--- src/rtl/mrx_pkg.sv ---
// Shared types for the Manchester receiver.
package mrx_pkg;

    // Class of a measured edge-to-edge interval.
    typedef enum logic [1:0] {
        IV_SHORT = 2'd0,
        IV_LONG  = 2'd1,
        IV_BAD   = 2'd2
    } ivl_class_t;

    // Receiver phase: searching for preamble, or inside a frame.
    typedef enum logic {
        ST_HUNT = 1'b0,
        ST_DATA = 1'b1
    } rx_state_t;

endpackage

--- src/rtl/mrx_edge_timer.sv ---
// mrx_edge_timer
// Samples the line on tick cycles, flags transitions, and measures the
// number of ticks since the previous transition with a saturating counter.
// Each transition is classified against the single- and double-spacing
// windows; single spacing wins if the windows overlap.
// Assumes din is already synchronous to clk.
module mrx_edge_timer
    import mrx_pkg::*;
#(
    parameter int CNT_W = 10
) (
    input  logic             clk,
    input  logic             rst_n,
    input  logic             tick,
    input  logic             din,
    input  logic [CNT_W-1:0] t_min,
    input  logic [CNT_W-1:0] t_max,
    input  logic [CNT_W-1:0] t2_min,
    input  logic [CNT_W-1:0] t2_max,
    output logic             edge_stb,
    output logic             edge_level,
    output ivl_class_t       ivl_class,
    output logic             timeout
);
    localparam int               NWIN    = 2;
    localparam logic [CNT_W-1:0] CNT_MAX = '1;
    localparam logic [CNT_W-1:0] CNT_ONE = CNT_W'(1);

    logic             din_q;
    logic [CNT_W-1:0] cnt;
    logic [CNT_W-1:0] win_lo [NWIN];
    logic [CNT_W-1:0] win_hi [NWIN];
    logic [NWIN-1:0]  in_win;

    assign win_lo[0] = t_min;
    assign win_hi[0] = t_max;
    assign win_lo[1] = t2_min;
    assign win_hi[1] = t2_max;

    // One window comparator per interval class.
    generate
        for (genvar w = 0; w < NWIN; w++) begin : g_win
            assign in_win[w] = (cnt >= win_lo[w]) && (cnt <= win_hi[w]);
        end
    endgenerate

    // Transition seen on a sample tick; the new level is the current input.
    assign edge_stb   = tick && (din != din_q);
    assign edge_level = din;

    // Silence beyond the double-spacing limit, seen on a tick without an edge.
    assign timeout = tick && !edge_stb && (cnt >= t2_max);

    // Classify the interval that ends with the current edge.
    always_comb begin
        if (in_win[0])      ivl_class = IV_SHORT;
        else if (in_win[1]) ivl_class = IV_LONG;
        else                ivl_class = IV_BAD;
    end

    // Track the sampled level and the saturating tick count since the last edge.
    always_ff @(posedge clk) begin
        if (!rst_n) begin
            din_q <= 1'b0;
            cnt   <= CNT_MAX;
        end else if (tick) begin
            din_q <= din;
            if (edge_stb)           cnt <= CNT_ONE;
            else if (cnt != CNT_MAX) cnt <= cnt + CNT_ONE;
        end
    end

    AST_CNT_SATURATES: assert property (@(posedge clk) disable iff (!rst_n)
        (tick && !edge_stb && cnt == CNT_MAX) |=> (cnt == CNT_MAX));

    AST_HOLD_WITHOUT_TICK: assert property (@(posedge clk) disable iff (!rst_n)
        !tick |=> ($stable(cnt) && $stable(din_q)));

endmodule

--- src/rtl/mrx_sync_fsm.sv ---
// mrx_sync_fsm
// Preamble search and Manchester phase tracking. In search, it counts
// consecutive single-spacing intervals; a double-spacing interval after
// enough of them is the start bit. In a frame, it tracks whether the last
// edge was mid-bit and emits one bit strobe per mid-bit edge. It raises
// errors for bad intervals, silence and missing mid-bit edges, then
// returns to search.
// Assumes the classification inputs are valid in the cycle of edge_stb.
module mrx_sync_fsm
    import mrx_pkg::*;
#(
    parameter int PRE_BITS = 4
) (
    input  logic       clk,
    input  logic       rst_n,
    input  logic       edge_stb,
    input  logic       edge_level,
    input  ivl_class_t ivl_class,
    input  logic       timeout,
    output logic       bit_stb,
    output logic       bit_val,
    output logic       err_stb,
    output logic       bit_err,
    output logic       err_logic,
    output logic       in_data
);
    localparam int               RUN_NEED = 2 * PRE_BITS - 1;
    localparam int               RUN_W    = $clog2(RUN_NEED + 1);
    localparam logic [RUN_W-1:0] RUN_FULL = RUN_W'(RUN_NEED);
    localparam logic [RUN_W-1:0] RUN_ONE  = RUN_W'(1);

    rx_state_t        state, state_n;
    logic             at_mid, at_mid_n;
    logic [RUN_W-1:0] run, run_n;
    logic             err_is_logic;

    // Next-state, bit strobe and error decisions for the current tick.
    always_comb begin
        state_n      = state;
        at_mid_n     = at_mid;
        run_n        = run;
        bit_stb      = 1'b0;
        bit_val      = edge_level;
        err_stb      = 1'b0;
        err_is_logic = 1'b0;
        case (state)
            ST_HUNT: begin
                if (edge_stb) begin
                    if (ivl_class == IV_SHORT) begin
                        run_n = (run == RUN_FULL) ? run : run + RUN_ONE;
                    end else if (ivl_class == IV_LONG && run == RUN_FULL) begin
                        state_n  = ST_DATA;
                        bit_stb  = 1'b1;
                        at_mid_n = 1'b1;
                        run_n    = '0;
                    end else begin
                        run_n = '0;
                    end
                end
            end
            default: begin
                if (timeout) begin
                    err_stb = 1'b1;
                end else if (edge_stb) begin
                    case (ivl_class)
                        IV_SHORT: begin
                            if (at_mid) begin
                                at_mid_n = 1'b0;
                            end else begin
                                bit_stb  = 1'b1;
                                at_mid_n = 1'b1;
                            end
                        end
                        IV_LONG: begin
                            if (at_mid) begin
                                bit_stb = 1'b1;
                            end else begin
                                err_stb      = 1'b1;
                                err_is_logic = 1'b1;
                            end
                        end
                        default: err_stb = 1'b1;
                    endcase
                end
                if (err_stb) begin
                    state_n  = ST_HUNT;
                    at_mid_n = 1'b0;
                    run_n    = '0;
                end
            end
        endcase
    end

    // Register the phase, preamble run and error outputs.
    always_ff @(posedge clk) begin
        if (!rst_n) begin
            state     <= ST_HUNT;
            at_mid    <= 1'b0;
            run       <= '0;
            bit_err   <= 1'b0;
            err_logic <= 1'b0;
        end else begin
            state     <= state_n;
            at_mid    <= at_mid_n;
            run       <= run_n;
            bit_err   <= err_stb;
            err_logic <= err_stb && err_is_logic;
        end
    end

    assign in_data = (state == ST_DATA);

    AST_ERR_ONE_CYCLE: assert property (@(posedge clk) disable iff (!rst_n)
        bit_err |=> !bit_err);

    AST_ERR_BACK_TO_HUNT: assert property (@(posedge clk) disable iff (!rst_n)
        bit_err |-> !in_data);

    AST_BIT_NEEDS_EDGE: assert property (@(posedge clk) disable iff (!rst_n)
        bit_stb |-> edge_stb);

    AST_HUNT_NO_ERROR: assert property (@(posedge clk) disable iff (!rst_n)
        (!in_data && !$past(in_data)) |-> !bit_err);

endmodule

--- src/rtl/mrx_byte_asm.sv ---
// mrx_byte_asm
// Shifts decoded bits in MSB first and presents each full byte with a
// one-cycle valid strobe. A drop request clears the partial byte.
// Assumes bit_stb and drop never occur together.
module mrx_byte_asm #(
    parameter int BYTE_W = 8
) (
    input  logic              clk,
    input  logic              rst_n,
    input  logic              bit_stb,
    input  logic              bit_val,
    input  logic              drop,
    output logic [BYTE_W-1:0] byte_data,
    output logic              byte_valid
);
    localparam int                BCNT_W = $clog2(BYTE_W);
    localparam logic [BCNT_W-1:0] LAST   = BCNT_W'(BYTE_W - 1);
    localparam logic [BCNT_W-1:0] B_ONE  = BCNT_W'(1);

    logic [BCNT_W-1:0] bcnt;
    logic [BYTE_W-1:0] shreg;
    logic [BYTE_W-1:0] shreg_n;

    assign shreg_n = {shreg[BYTE_W-2:0], bit_val};

    // Accumulate bits, publish full bytes, discard partial bytes on drop.
    always_ff @(posedge clk) begin
        if (!rst_n) begin
            bcnt       <= '0;
            shreg      <= '0;
            byte_data  <= '0;
            byte_valid <= 1'b0;
        end else begin
            byte_valid <= 1'b0;
            if (drop) begin
                bcnt <= '0;
            end else if (bit_stb) begin
                shreg <= shreg_n;
                if (bcnt == LAST) begin
                    byte_data  <= shreg_n;
                    byte_valid <= 1'b1;
                    bcnt       <= '0;
                end else begin
                    bcnt <= bcnt + B_ONE;
                end
            end
        end
    end

    AST_BITCNT_RANGE: assert property (@(posedge clk) disable iff (!rst_n)
        bcnt <= LAST);

    AST_DROP_CLEARS: assert property (@(posedge clk) disable iff (!rst_n)
        drop |=> (bcnt == '0 && !byte_valid));

endmodule

--- src/rtl/manchester_rx.sv ---
// manchester_rx
// Top level of the Manchester receiver: interval timer, sync/phase FSM and
// byte assembler. The limit windows are static configuration inputs.
// Assumes the windows do not overlap and t2_max < 2^CNT_W-1.
module manchester_rx #(
    parameter int CNT_W    = 10,
    parameter int PRE_BITS = 4,
    parameter int BYTE_W   = 8
) (
    input  logic              clk,
    input  logic              rst_n,
    input  logic              tick,
    input  logic              din,
    input  logic [CNT_W-1:0]  t_min,
    input  logic [CNT_W-1:0]  t_max,
    input  logic [CNT_W-1:0]  t2_min,
    input  logic [CNT_W-1:0]  t2_max,
    output logic [BYTE_W-1:0] byte_data,
    output logic              byte_valid,
    output logic              bit_err,
    output logic              err_logic
);
    import mrx_pkg::*;

    logic       edge_stb;
    logic       edge_level;
    ivl_class_t ivl_class;
    logic       timeout;
    logic       bit_stb;
    logic       bit_val;
    logic       err_stb;
    logic       in_data;

    mrx_edge_timer #(.CNT_W(CNT_W)) u_timer (
        .clk        (clk),
        .rst_n      (rst_n),
        .tick       (tick),
        .din        (din),
        .t_min      (t_min),
        .t_max      (t_max),
        .t2_min     (t2_min),
        .t2_max     (t2_max),
        .edge_stb   (edge_stb),
        .edge_level (edge_level),
        .ivl_class  (ivl_class),
        .timeout    (timeout)
    );

    mrx_sync_fsm #(.PRE_BITS(PRE_BITS)) u_fsm (
        .clk        (clk),
        .rst_n      (rst_n),
        .edge_stb   (edge_stb),
        .edge_level (edge_level),
        .ivl_class  (ivl_class),
        .timeout    (timeout),
        .bit_stb    (bit_stb),
        .bit_val    (bit_val),
        .err_stb    (err_stb),
        .bit_err    (bit_err),
        .err_logic  (err_logic),
        .in_data    (in_data)
    );

    mrx_byte_asm #(.BYTE_W(BYTE_W)) u_asm (
        .clk        (clk),
        .rst_n      (rst_n),
        .bit_stb    (bit_stb),
        .bit_val    (bit_val),
        .drop       (err_stb),
        .byte_data  (byte_data),
        .byte_valid (byte_valid)
    );

    AST_VALID_NOT_WITH_ERR: assert property (@(posedge clk) disable iff (!rst_n)
        !(byte_valid && bit_err));

    AST_BYTE_ONLY_IN_FRAME: assert property (@(posedge clk) disable iff (!rst_n)
        byte_valid |-> in_data);

    AST_LOGIC_ONLY_WITH_ERR: assert property (@(posedge clk) disable iff (!rst_n)
        err_logic |-> bit_err);

endmodule

--- config.mk ---
export PLATFORM = sky130hd
export DESIGN_NAME = manchester_rx
export DESIGN_NICKNAME = d
export VERILOG_FILES = /design/src/rtl/mrx_pkg.sv /design/src/rtl/mrx_edge_timer.sv /design/src/rtl/mrx_sync_fsm.sv /design/src/rtl/mrx_byte_asm.sv /design/src/rtl/manchester_rx.sv
export SDC_FILE = /design/constraint.sdc
export NUM_CORES = 1
export LEC_CHECK = 0
export BUFFER_PORTS_ARGS = -buffer_cell sky130_fd_sc_hd__buf_2
export CORE_UTILIZATION = 60
export CTS_CLUSTER_DIAMETER = 100
export DETAILED_ROUTE_END_ITERATION = 16
export PLACE_DENSITY = 0.86
export SKIP_CTS_REPAIR_TIMING = 1
export SLEW_MARGIN = 20
export SYNTH_ARGS = -nofsm -noshare
export SYNTH_HDL_FRONTEND = slang
export SYNTH_SLANG_ARGS = --single-unit
--- constraint.sdc ---
create_clock -name clk -period 4.7 [get_ports clk]
set_input_delay 0.94 -clock clk [delete_from_list [all_inputs] [get_ports clk]]
set_output_delay 0.94 -clock clk [all_outputs]
set_load 0.005 [all_outputs]
---- Word level (Yosys, flattened, before mapping) ----
Index checks and enable logic that the tools add are counted.
W data, S select, Z words.
word-level totals
  register bits ........................... 37
  input bits .............................. 44
  output and inout port bits .............. 11
operators by class
  add/sub/neg operators ................... 3
  order comparisons ....................... 5
  equal/unequal tests ..................... 10
  multiplexer cells ....................... 39
  bitwise operators ....................... 3
  reductions and logical operators ........ 20
operator list
  cell                     number
  $ge A10 B10 Y1           3
  $mux W1                  27
  $le A10 B10 Y1           2
  $mux W10                 2
  $mux W3                  6
  $add A10 B1 Y10 const B  1
  $ne A10 B10 Y1 const B   1
  $reduce_bool A2 Y1       4
  $logic_and A1 B1 Y1      7
  $add A3 B1 Y3 const B    2
  $eq A3 B3 Y1 const B     2
  $ne A3 B3 Y1 const B     2
  $reduce_and A3 Y1        2
  $reduce_and A6 Y1        1
  $mux W2                  2
  $pmux W1 S2              2
  $reduce_and A2 Y1        2
  $ne A3 B2 Y1 const B     1
  $not A1 Y1               3
  $reduce_or A3 Y1         1
  $eq A2 B1 Y1 const B     1
  $logic_not A2 Y1         1
  $ne A2 B1 Y1 const B     1
  $ne A2 B2 Y1 const B     1
  other kinds (3)          3

---- Depth between registers and ports, before layout ----
Gate-level depths: netlist of run 1.
  word-level depth ........................ 12
  depth in mapped cells ................... 11
  mapped depth without buffers ............ 10

---- By module ----
Synthesis of run 1 repeated with hierarchy kept, for this count alone.
unflattened totals
  cells, all modules ...................... 343
  area total of the unflattened synthesis .. 2,732.6 um^2
by module, submodules not included
  module          instances  cells an instance  area each (um^2)  seq. area each (um^2)
  mrx_edge_timer  1          212                1,587.8           220.2
  mrx_byte_asm    1          85                 749.5             380.4
  mrx_sync_fsm    1          46                 395.4             140.1

---- Worst setup path before layout of run 1 ----
No wires, ideal clock.
  path kind ............................... input -> register
  start ................................... input port t2_max[6]
  end ..................................... register u_asm.bcnt[1]
  arrival ................................. 2.968 ns
  data required time ...................... 4.584 ns
  setup slack ............................. 1.617 ns
  stages on the path ...................... 11
  path through ............................ inv_1 ha_1 and3_4 a221oi_2 o211ai_1 a32oi_2 nand2_2 mux2i_4 buf_8 mux2_1 and3_1
on the way
  cells in the longest elaborated chain, start to end .. 11
RTL lines
  element                                           RTL line                                                    RTL
  from (decl)                                       manchester_rx.sv:17                                         input logic [CNT_W-1:0] t2_max,
  $le A10 B10 Y1                                    mrx_edge_timer.sv:43                                        assign in_win[w] = (cnt >= win_lo[w]) && (cnt <= win_hi[w]);
  $logic_and A1 B1 Y1                               mrx_edge_timer.sv:43
  $mux W2                                           mrx_edge_timer.sv:57                                        else if (in_win[1]) ivl_class = IV_LONG;
  $mux W2                                           mrx_edge_timer.sv:56                                        if (in_win[0]) ivl_class = IV_SHORT;
  $eq A2 B1 Y1 or $logic_not A2 Y1 (tied branches)  mrx_sync_fsm.sv:51, mrx_sync_fsm.sv:65, mrx_sync_fsm.sv:49
  $pmux W1 S2                                       mrx_sync_fsm.sv:65                                          case (ivl_class)
  $mux W1                                           mrx_sync_fsm.sv:64                                          end else if (edge_stb) begin
  $mux W1                                           mrx_sync_fsm.sv:62                                          if (timeout) begin
  $mux W1 (2 in series)                             mrx_sync_fsm.sv:46                                          case (state)
  $reduce_or A2 Y1 (no source line)                 n/a
  to (signal assigned)                              mrx_byte_asm.sv:44                                          bcnt <= bcnt + B_ONE;
  to (decl)                                         mrx_byte_asm.sv:20                                          logic [BCNT_W-1:0] bcnt;
Parallel ways exist; a longest one is shown, timed or not. The select of a mux whose other input is x is not followed.
A chain may end at the register's enable or synchronous reset.

---- Worst setup path in the final report of run 1 ----
  start ................................... input port t2_max[9]
  end ..................................... register u_asm.byte_data[2]
on the way
  cells in the longest elaborated chain, start to end .. 12
RTL lines
  element                                           RTL line                                                    RTL
  $le A10 B10 Y1                                    mrx_edge_timer.sv:43
  $logic_and A1 B1 Y1                               mrx_edge_timer.sv:43
  $mux W2                                           mrx_edge_timer.sv:57
  $mux W2                                           mrx_edge_timer.sv:56
  $eq A2 B1 Y1 or $logic_not A2 Y1 (tied branches)  mrx_sync_fsm.sv:51, mrx_sync_fsm.sv:65, mrx_sync_fsm.sv:49
  $pmux W1 S2                                       mrx_sync_fsm.sv:65
  $mux W1                                           mrx_sync_fsm.sv:64
  $mux W1                                           mrx_sync_fsm.sv:62
  $mux W1 (2 in series)                             mrx_sync_fsm.sv:46
  $not A1 Y1 (no source line)                       n/a
  $reduce_and A3 Y1 (no source line) *              n/a
  to (signal assigned)                              mrx_byte_asm.sv:40                                          byte_data <= shreg_n;
  to (decl)                                         mrx_byte_asm.sv:13                                          output logic [BYTE_W-1:0] byte_data,
Mark *: on every way between the ends. The rest lies on a longest branch, timed or not. The select of a mux whose other input is x is not followed.

==> results of run 1 <==
[how the worst min path moves through the flow]
stage,start,depth (start not counted),endpoint
finish,u_asm.byte_data[3],2,u_asm.byte_data[3]
global route,u_asm.byte_data[7],2,u_asm.byte_data[7]
floorplan,u_asm.shreg[6],2,u_asm.byte_data[7]
detailed placement,u_asm.byte_data[7],2,u_asm.byte_data[7]
global placement,u_asm.byte_data[2],2,u_asm.byte_data[2]
CTS,u_asm.byte_data[0],2,u_asm.byte_data[0]
[synthesized netlist by cell type, types with 2 or more instances]
cell      number  area, µm²
xnor2_1        2       17.5
nor2_1         7       26.3
nand2b_1       2       12.5
dfxtp_1       37        741
or3_1          2       12.5
o21a_1         2       15.0
nand2_1       33        124
nand4_1       10       62.6
o21ai_0       14       70.1
and2_1         6       37.5
and3_1         9       56.3
a21oi_1       13       65.1
a211oi_1       4       30.0
o211ai_1       2       15.0
nand4b_1       2       17.5
mux2_2         2       22.5
nor2b_1       13       81.3
ha_1          45        563
xor2_1         8       70.1
a21o_1         5       37.5
clkbuf_1       8       30.0
inv_1         41        154
and4_1         4       35.0
mux2i_1       18        180
nand3_1        5       25.0
o21ai_1        5       25.0
nand2_2        2       12.5
[cell usage in the layout (no fill, tap or decap), types with 4 or more instances in the layout]
| master | instances |
|---|---|
| a211oi_1 | 4 |
| o21ai_1 | 5 |
| o21ai_0 | 14 |
| a21o_1 | 5 |
| xor2_1 | 8 |
| nand2_1 | 33 |
| clkbuf_8 | 6 |
| a21oi_1 | 13 |
| nand3_1 | 5 |
| and4_1 | 4 |
| and2_1 | 6 |
| nor2b_1 | 13 |
| buf_2 | 54 |
| inv_1 | 41 |
| and3_1 | 9 |
| nor2_1 | 7 |
| dfxtp_1 | 37 |
| nand4_1 | 10 |
| ha_1 | 45 |
| mux2i_1 | 18 |
[registers in the layout (all words and copies together) (netlist names)]
signal            cells
u_timer.din_q         1
u_fsm.err_logic       1
u_asm.bcnt            3
u_fsm.bit_err         1
u_timer.cnt          10
u_fsm.in_data         1
u_fsm.run             3
u_asm.shreg           7
u_asm.byte_valid      1
u_asm.byte_data       8
u_fsm.at_mid          1
[tightest hold or removal path, stage by stage, from the launching register on]
cell,delay (ns)
dfxtp_1,0.31
nand2_1,0.05
mux2i_1,0.05
[through the flow]
stage / hold slack [ns] / power (mW) / cells
2_1_floorplan: 0.437 / 0.534 / 317
3_3_place_gp: 0.440 / 0.591 / 413
3_5_place_dp: 0.446 / 0.606 / 413
4_1_cts: 0.460 / 0.825 / 420
5_1_grt: 0.475 / 0.879 / 420
6_report: 0.458 / 0.824 / 420
[layout make-up]
cell class | count | area, µm²
clock buffers | 7 | 86.3
fillers | 321 | 1270
inverters | 41 | 154
multi-input cells | 229 | 1770
flip-flops and latches | 37 | 741
well taps | 52 | 65.1
repair buffers | 54 | 270
[kinds of logic (layout without fill, tap and decap cells)]
group           count (synthesis)  count (layout)  share of synthesized area, %
fa+ha+maj                      45              45                          20.7
flops                          37              37                          27.3
xor+xnor                       10              10                          3.23
mux                            22              22                          8.71
simple gates                   99              99                          20.1
buf+inv                        51             102                          7.61
compound gates                 53              53                          12.4
[metal layers]
layer  vias up  GRT usage [%]
met1      1104           28.1
met5         -              0
met4         0           9.52
met3        11           5.09
li1       1203              -
met2        47           45.4
[power groups by stage]
stage	combinational, mW	clock [mW]	sequential [mW]
4_1_cts	0.241	0.224	0.361
3_5_place_dp	0.238	0	0.368
5_1_grt	0.278	0.237	0.363
3_3_place_gp	0.224	0	0.367
2_1_floorplan	0.179	0	0.355
6_report	0.241	0.222	0.362
==> results.toml, run 1 <==
[outcome]
outcome = "finished clean"

[critical_path]
crit_fanout = 13
max_stage_delay_ns = 0.46
crit_path_start = "t2_max[9]"
crit_type = "input port to register"
crit_end = "u_asm.byte_data[2]"
start_kind = "input port"
end_kind = "register"
cp.arrival_ns = 3.56
worstReg2RegStart = "u_timer.cnt[3]"
reg2regPathDepth = 9
worstPathCellList = "buf_2 -> inv_1 -> ha_1 -> and3_1 -> a211oi_1 -> a21oi_1 -> a32oi_2 -> nand2_2 -> mux2i_4 -> and2_1 -> mux2i_1"
required_ns = 4.91
path_depth = 11
crit_buf_inv = 2
worst_r2r_endpoint = "u_asm.byte_data[2]"
crit_slowest_cell = "and2_1"
r2r_slack_ns = 1.58
cp_top_family = "simple AND/OR/NAND/NOR gates"

[global_route]
grt_usage_pct = 24.9
grt_pass1_vias = 2396
grt_max_degree = 48
grt_first_pass_wirelength_um = 9870
antenna_found_initial = 0
gr-total-overflow = 0

[clock_tree]
cts_tree = "done"
clockBufferDepth = 2
cts-root-buf = "clkbuf_8"
clock_latency_ns = 0.28
cts_max_level = 2
cts.sinks = 37
numCtsBuffers = 5
cts.clk_slew.worst_paths_ns = 0.07

[floorplanning]
fp.coreArea_um2 = 4350
die_w_um = 69.3
row_count = 24
initial_utilization_pct = 62.3
die_y_um = 69.3
ioPinCount = 55
fp.dieArea_um2 = 4800

[synth]
ys_ff_latch = 37
synth_area_um2 = 2710
seq_area_frac_synth_pct = 27.3
synthCells = 317
synth_flop_cell = "dfxtp_1"
synth_edf_count = 0
ys_types = 43
async_flop_share_pct = 0
yosys_warnings = 0
synth_fp_nets = 406
avgSynthCellArea_um2 = 8.56

[place]
dp_slack_ns = 1.10
place.gp.congestion = 0.820
io_buffer_count = 54
placed_cell_area_um2 = 3000
dp_hpwl_um = 4340

[route]
top_layer = "met4"
wl_per_cell_um = 13.3
drt-met1-wl_um = 2500
drc_errors = 0
met2_wirelength_um = 2780
route.met3.wl_um = 194
route.vias.total = 2365
drt_wl_total_um = 5570
vias_per_cell = 5.63
first_pass_iters = 4
ant_nets = 0
first_iter_violations = 132

[final_layout]
area_delta_synth_final_pct = 13.6
drive_gt1_share_pct = 18.8
nets = 457
fin_area_um2 = 3080
n_antenna_cell = 0
final_core_util_pct = 70.8

[sta]
max_freq_mhz = 299
rsz0062_at_grt = "false"
setup-tns-final_ns = 0
worst_pin_slew_ns = 0.682
setup_ws_ns = 1.35
finalSetupViolations = 0
finalCriticalPeriod_ns = 3.35
slew_viol_final = 0
fin_crit_sh_pct = 71.2
relSlewSlack_pct = 54.6
hold_violations = 0
skew_ns = 0.00314

[pwr]
max-vdd-ir-drop_mv = 0.200
p_seq_share_pct = 43.9
p_comb_share_pct = 29.2
powerDensity_nw_per_um2 = 267
p_leak_nw = 1.51
switchingPower_mw = 0.268
p_int_mw = 0.557
power_switching_share_pct = 32.5
clkPwrFrac_pct = 26.9

[min_path]
hold_path.class = "register to register"

[run]
maxCapViolCount = 0
Power figures use the tool's default switching activity.
==> inputs of run 2 (changes only) <==
--- a/config.mk
+++ b/config.mk
@@ -5,11 +5,12 @@
 export SDC_FILE = /design/constraint.sdc
 export NUM_CORES = 1
 export LEC_CHECK = 0
+export ABC_AREA = 1
 export BUFFER_PORTS_ARGS = -buffer_cell sky130_fd_sc_hd__buf_2
-export CORE_UTILIZATION = 60
+export CORE_UTILIZATION = 51
 export CTS_CLUSTER_DIAMETER = 100
 export DETAILED_ROUTE_END_ITERATION = 16
-export PLACE_DENSITY = 0.86
+export PLACE_DENSITY = 0.77
 export SKIP_CTS_REPAIR_TIMING = 1
 export SLEW_MARGIN = 20
 export SYNTH_ARGS = -nofsm -noshare
==> constraint.sdc (replaced) <==
create_clock -name clk -period 2.85 [get_ports clk]
set_input_delay 0.57 -clock clk [delete_from_list [all_inputs] [get_ports clk]]
set_output_delay 0.57 -clock clk [all_outputs]
set_load 0.005 [all_outputs]
==> run 2 against run 1 <==
Synthesized cell count increased by 32%. Core utilization is 7.9 points lower. Sequential share of layout area shrank 1.5 points. Final cell count rose by 30%. Die area up 23%. Design area grew 6.8%. Via count increased by 14%. Power is 81% higher. Critical endpoint is now u_asm.shreg[0].
==> results.toml, run 2 <==
[pwr]
p_leak_nw = 1.88
p_seq_share_pct = 39.5
max-vdd-ir-drop_mv = 0.364
p_comb_share_pct = 29.3
switchingPower_mw = 0.512
p_int_mw = 0.980
power_switching_share_pct = 34.3
clkPwrFrac_pct = 31.1
powerDensity_nw_per_um2 = 453

[clock_tree]
cts-root-buf = "clkbuf_8"
cts.clk_slew.worst_paths_ns = 0.09
clockBufferDepth = 2
cts.sinks = 37
cts_max_level = 2
numCtsBuffers = 5
clock_latency_ns = 0.30
cts_tree = "done"

[place]
dp_slack_ns = 0.350
placed_cell_area_um2 = 3180
dp_hpwl_um = 4840
io_buffer_count = 54
place.gp.congestion = 0.914

[global_route]
gr-total-overflow = 0
grt_pass1_vias = 2665
grt_max_degree = 30
grt_usage_pct = 23.0
antenna_found_initial = 0
grt_first_pass_wirelength_um = 11000

[synth]
yosysMostFrequentCell = "nand2_1"
synth_edf_count = 0
seq_area_frac_synth_pct = 26.0
synth_area_um2 = 2850
ys_types = 32
yosys-top-cells-area = "dfxtp_1, ha_1, nand2_1"
synth_flop_cell = "dfxtp_1"
avgSynthCellArea_um2 = 6.82
ys_ff_latch = 37
yosys-top-cells-count = "nand2_1, inv_1, ha_1, nor2_1, dfxtp_1"
synth_top_cell_area_share_pct = 26.0
yosys.area.top_type = "dfxtp_1"
synth_fp_nets = 507
async_flop_share_pct = 0
yosys_warnings = 0
synthCells = 418

[run]
maxCapViolCount = 0

[sta]
hold_violations = 0
fin_crit_sh_pct = 83.1
finalCriticalPeriod_ns = 2.37
rsz0062_at_grt = "false"
max_freq_mhz = 422
setup-tns-final_ns = 0
setup_ws_ns = 0.483
slew_viol_final = 0
skew_ns = 0.0147
relSlewSlack_pct = 63.7
finalSetupViolations = 0
worst_pin_slew_ns = 0.545

[critical_path]
reg2regPathDepth = 15
crit_path_start = "u_timer.cnt[7]"
crit_slowest_cell = "dfxtp_1"
crit_type = "register to register"
end_kind = "register"
worst_r2r_endpoint = "u_asm.shreg[0]"
start_kind = "register"
path_common_cell = "nand2_1"
max_stage_delay_ns = 0.56
required_ns = 3.02
crit_fanout = 24
worstReg2RegStart = "u_timer.cnt[7]"
cp.arrival_ns = 2.54
worstPathCellList = "ha_1 -> nand2_1 -> nand2_1 -> a21oi_2 -> nand3_1 -> nand2_1 -> nand2_1 -> inv_2 -> nand2_1 -> nand2_1 -> nand3_2 -> nand2_4 -> inv_2 -> nand2_1 -> a21oi_1"
r2r_slack_ns = 0.48

[route]
first_pass_iters = 4
wl_per_cell_um = 11.6
drt_wl_total_um = 6350
ant_nets = 0
vias_per_cell = 4.94
drc_errors = 0
route.vias.total = 2694
first_iter_violations = 102

[floorplanning]
ioPinCount = 55
fp.coreArea_um2 = 5240
die_y_um = 76.8
die_w_um = 76.8
fp.dieArea_um2 = 5890
row_count = 26
initial_utilization_pct = 54.4

[final_layout]
largest-register = "u_timer.cnt"
drive_gt1_share_pct = 17.1
nets = 563
final_common_cell = "nand2_1"
final_core_util_pct = 62.9
n_antenna_cell = 0
area_delta_synth_final_pct = 15.5
reg_top3 = "u_timer.cnt (10), u_asm.byte_data (8), u_asm.shreg (7)"
largest_reg_flops = 10
final_cell_mix = "nand2_1, inv_1, buf_2"
fin_area_um2 = 3290

[min_path]
hold_path.class = "register to register"
hold_depth = 2
holdCritStartpoint = "u_asm.byte_data[0]"
worstHoldEndpoint = "u_asm.byte_data[0]"

[outcome]
outcome = "finished clean"
-- run 2: cell type report --
cell class                      instances  area (µm²)
Tap cell                               70        87.6
Fill cell                             479        1940
Clock buffer                            5        68.8
Multi-Input combinational cell        295        1770
Sequential cell                        37         741
Timing Repair Buffer                   55         278
Inverter                               80         303
Clock inverter                          3        46.3
-- run 2: cells by family (layout without fill, tap and decap cells) --
kind of cell / after synthesis / in the layout / synth area share [%]
AO/OA/AOI/OAI: 57 / 57 / 10.9
adder cells (fa/ha/maj): 45 / 45 / 19.8
buffers and inverters: 86 / 143 / 11.9
AND/OR/NAND/NOR: 191 / 191 / 30.8
flip-flops: 37 / 37 / 26.0
XOR/XNOR: 2 / 2 / 0.615
-- run 2: worst max-delay path, delay by kind of cell, from the launching register on --
kind	cells	cell delay [ns]
flops	1	0.56
simple gates	10	0.91
compound gates	2	0.20
fa+ha+maj	1	0.32
buf+inv	2	0.23
-- run 2: power by group through the flow --
| stage | registers (mW) | logic, mW | clock network, mW |
|---|---|---|---|
| final | 0.590 | 0.437 | 0.464 |
| after global routing | 0.594 | 0.514 | 0.492 |
| after CTS | 0.590 | 0.440 | 0.469 |
| after detailed placement | 0.602 | 0.437 | 0 |
| after global placement | 0.601 | 0.414 | 0 |
| after floorplan | 0.580 | 0.332 | 0 |
-- run 2: worst max path at each step --
stage,to,slack [ns],cells past startpoint
after floorplan,u_asm.byte_data[4],0.70,17
after global placement,u_asm.byte_data[0],0.43,15
after detailed placement,u_asm.byte_data[2],0.35,17
after CTS,u_asm.shreg[0],0.50,17
after global routing,u_asm.byte_data[0],0.22,18
final,u_asm.shreg[0],0.48,15
-- run 2: metal layers --
layer  vias to the layer above  GRT usage, %  wire length, µm  part of all wire (%)
li1                       1451             -                -                     -
met1                      1176          25.8             2850                    45
met2                        54          42.9             3140                    50
met3                        13          2.98              237                   3.7
met4                         0          9.81              119                   1.9
met5                         -             0                0                     0
-- run 2: through the flow --
step	hold slack, ns	total power, mW	std cells
6_report	0.472	1.49	545
5_1_grt	0.516	1.60	545
4_1_cts	0.476	1.50	545
3_5_place_dp	0.464	1.04	537
3_3_place_gp	0.456	1.02	537
2_1_floorplan	0.438	0.912	418
==> inputs of run 3 (changes only) <==
==> constraint.sdc (replaced) <==
create_clock -name clk -period 2.1 [get_ports clk]
set_input_delay 0.42 -clock clk [delete_from_list [all_inputs] [get_ports clk]]
set_output_delay 0.42 -clock clk [all_outputs]
set_load 0.005 [all_outputs]
==> run 3 against run 2 <==
The flow now finishes with violations (setup timing). Critical path depth down 2. Worst hold slack worse by 0.092 ns. Power up 68%. Maximum frequency up 6.1%. Die area unchanged. Clock skew down 0.0015 ns. Core utilization up 15 points. Sequential share of layout area down 3.7 points. Critical endpoint is now u_asm.byte_data[6].
==> results.toml, run 3 (synthesis results as in run 2) <==
[outcome]
outcome = "complete, but fails checks"
violations = "setup timing"

[final_layout]
fin_area_um2 = 4060
n_antenna_cell = 0
drive_gt1_share_pct = 37.2
reg_top3 = "u_timer.cnt (10), u_asm.byte_data (8), u_asm.shreg (7)"
largest-register = "u_timer.cnt"
final_cell_mix = "nand2_1, inv_1, buf_2"
nets = 596
area_delta_synth_final_pct = 42.4
fin_cells = 578
final_common_cell = "nand2_1"
largest_reg_flops = 10
n_fill_cell = 363

[sta]
slew_viol_final = 0
fin_hold_ws_ns = 0.381
finalCriticalPeriod_ns = 2.23
fin_crit_sh_pct = 106
rsz0062_at_grt = "true"
skew_ns = 0.0133
worst_pin_slew_ns = 0.749
hold_violations = 0
setup_ws_ns = -0.130
max_freq_mhz = 448
finalSetupViolations = 22
relSlewSlack_pct = 50.1

[clock_tree]
clock_latency_ns = 0.29
cts.sinks = 37
cts.clk_slew.worst_paths_ns = 0.08
cts-root-buf = "clkbuf_8"
cts_tree = "done"
clockBufferDepth = 2
numCtsBuffers = 5
cts_max_level = 2

[global_route]
grt_pass1_vias = 2615
antenna_found_initial = 0
grt_max_degree = 21
gr-total-overflow = 0
grt_first_pass_wirelength_um = 11000
grt_usage_pct = 22.7

[place]
dp_hpwl_um = 5130
placed_cell_area_um2 = 3370
place.gp.congestion = 0.836
io_buffer_count = 54
dp_cells = 563

[route]
first_pass_iters = 8
wl_per_cell_um = 14.3
first_iter_violations = 125
ant_nets = 0
route.vias.total = 3028
drt_wl_total_um = 8260
drc_errors = 0
vias_per_cell = 5.24

[floorplanning]
ioPinCount = 55
die_w_um = 76.8
die_y_um = 76.8
fp.coreArea_um2 = 5240
fp.dieArea_um2 = 5890
initial_utilization_pct = 54.4
row_count = 26

[critical_path]
crit_type = "register to register"
max_stage_delay_ns = 0.40
start_kind = "register"
worstPathCellList = "ha_1 -> nand2_4 -> a21oi_2 -> nor2_1 -> nand4_1 -> nand2_4 -> nand2_2 -> nand2_2 -> nand3_4 -> nand2_8 -> nand3b_1 -> nand2_1 -> nor2_1"
crit_slowest_cell = "dfxtp_4"
end_kind = "register"
required_ns = 2.28
cp.arrival_ns = 2.41
crit_fanout = 5

[min_path]
hold_path.class = "input port to register"

[pwr]
p_leak_nw = 2.15
max-vdd-ir-drop_mv = 0.604
powerDensity_nw_per_um2 = 616

[run]
maxCapViolCount = 0
[run 3: cell count changes in the layout (fill, tap and decap cells not counted), sizes merged]
cell	before	now
nand2	104	106
bufinv	1	2
buf	55	86
clkinvlp	1	0
[run 3: metrics by stage]
stage / setup TNS [ns] / setup WS [ns] / util (%) / total power, mW
floorplan: 0 / 0.104 / - / 1.24
global placement: -2.23 / -0.143 / 64.4 / 1.46
detailed placement: -4.04 / -0.227 / 64.4 / 1.49
CTS: -3.07 / -0.217 / 67.0 / 2.21
global route: -3.64 / -0.223 / 77.5 / 2.65
finish: -1.40 / -0.130 / 77.5 / 2.50
[run 3: layer usage]
| metal | track usage [%] | vias up | routed length, µm |
|---|---|---|---|
| met5 | 0 | - | 0 |
| met4 | 6.54 | 0 | 283 |
| met3 | 3.81 | 25 | 343 |
| met2 | 42.3 | 86 | 4260 |
| met1 | 26.3 | 1396 | 3370 |
| li1 | - | 1521 | - |
[run 3: path summary, 6_finish.rpt]
path | start | endpoint | slack [ns] | cells past startpoint
max | u_timer.cnt[8] | u_asm.byte_data[6] | -0.13 | 13
min reg2reg | u_asm.bcnt[1] | u_asm.bcnt[1] | 0.47 | 2
max reg2reg | u_timer.cnt[8] | u_asm.byte_data[6] | -0.13 | 13
min | din | u_asm.byte_data[0] | 0.38 | 3
[run 3: final cells by class]
cell class | count | area (µm²) | area share (%)
Multi-Input combinational cell | 297 | 2230 | 54.9
Sequential cell | 37 | 764 | 18.8
Timing Repair Buffer | 86 | 537 | 13.2
Inverter | 80 | 310 | 7.64
Tap cell | 70 | 87.6 | 2.16
Clock buffer | 5 | 68.8 | 1.69
Clock inverter | 3 | 65.1 | 1.60
[run 3: worst max-delay path: cells and delay by family, from the launching register on]
| kind | cells | cell delay (ns) |
|---|---|---|
| AO/OA/AOI/OAI | 1 | 0.04 |
| flip-flops | 1 | 0.40 |
| adder cells (fa/ha/maj) | 1 | 0.36 |
| AND/OR/NAND/NOR | 11 | 1.31 |
[run 3: power breakdown]
part	internal, mW	leakage (nW)	switching (mW)
sequential	0.741	0.301	0.0609
clock	0.472	0.0681	0.254
combinational	0.441	1.78	0.533
total	1.65	2.15	0.848
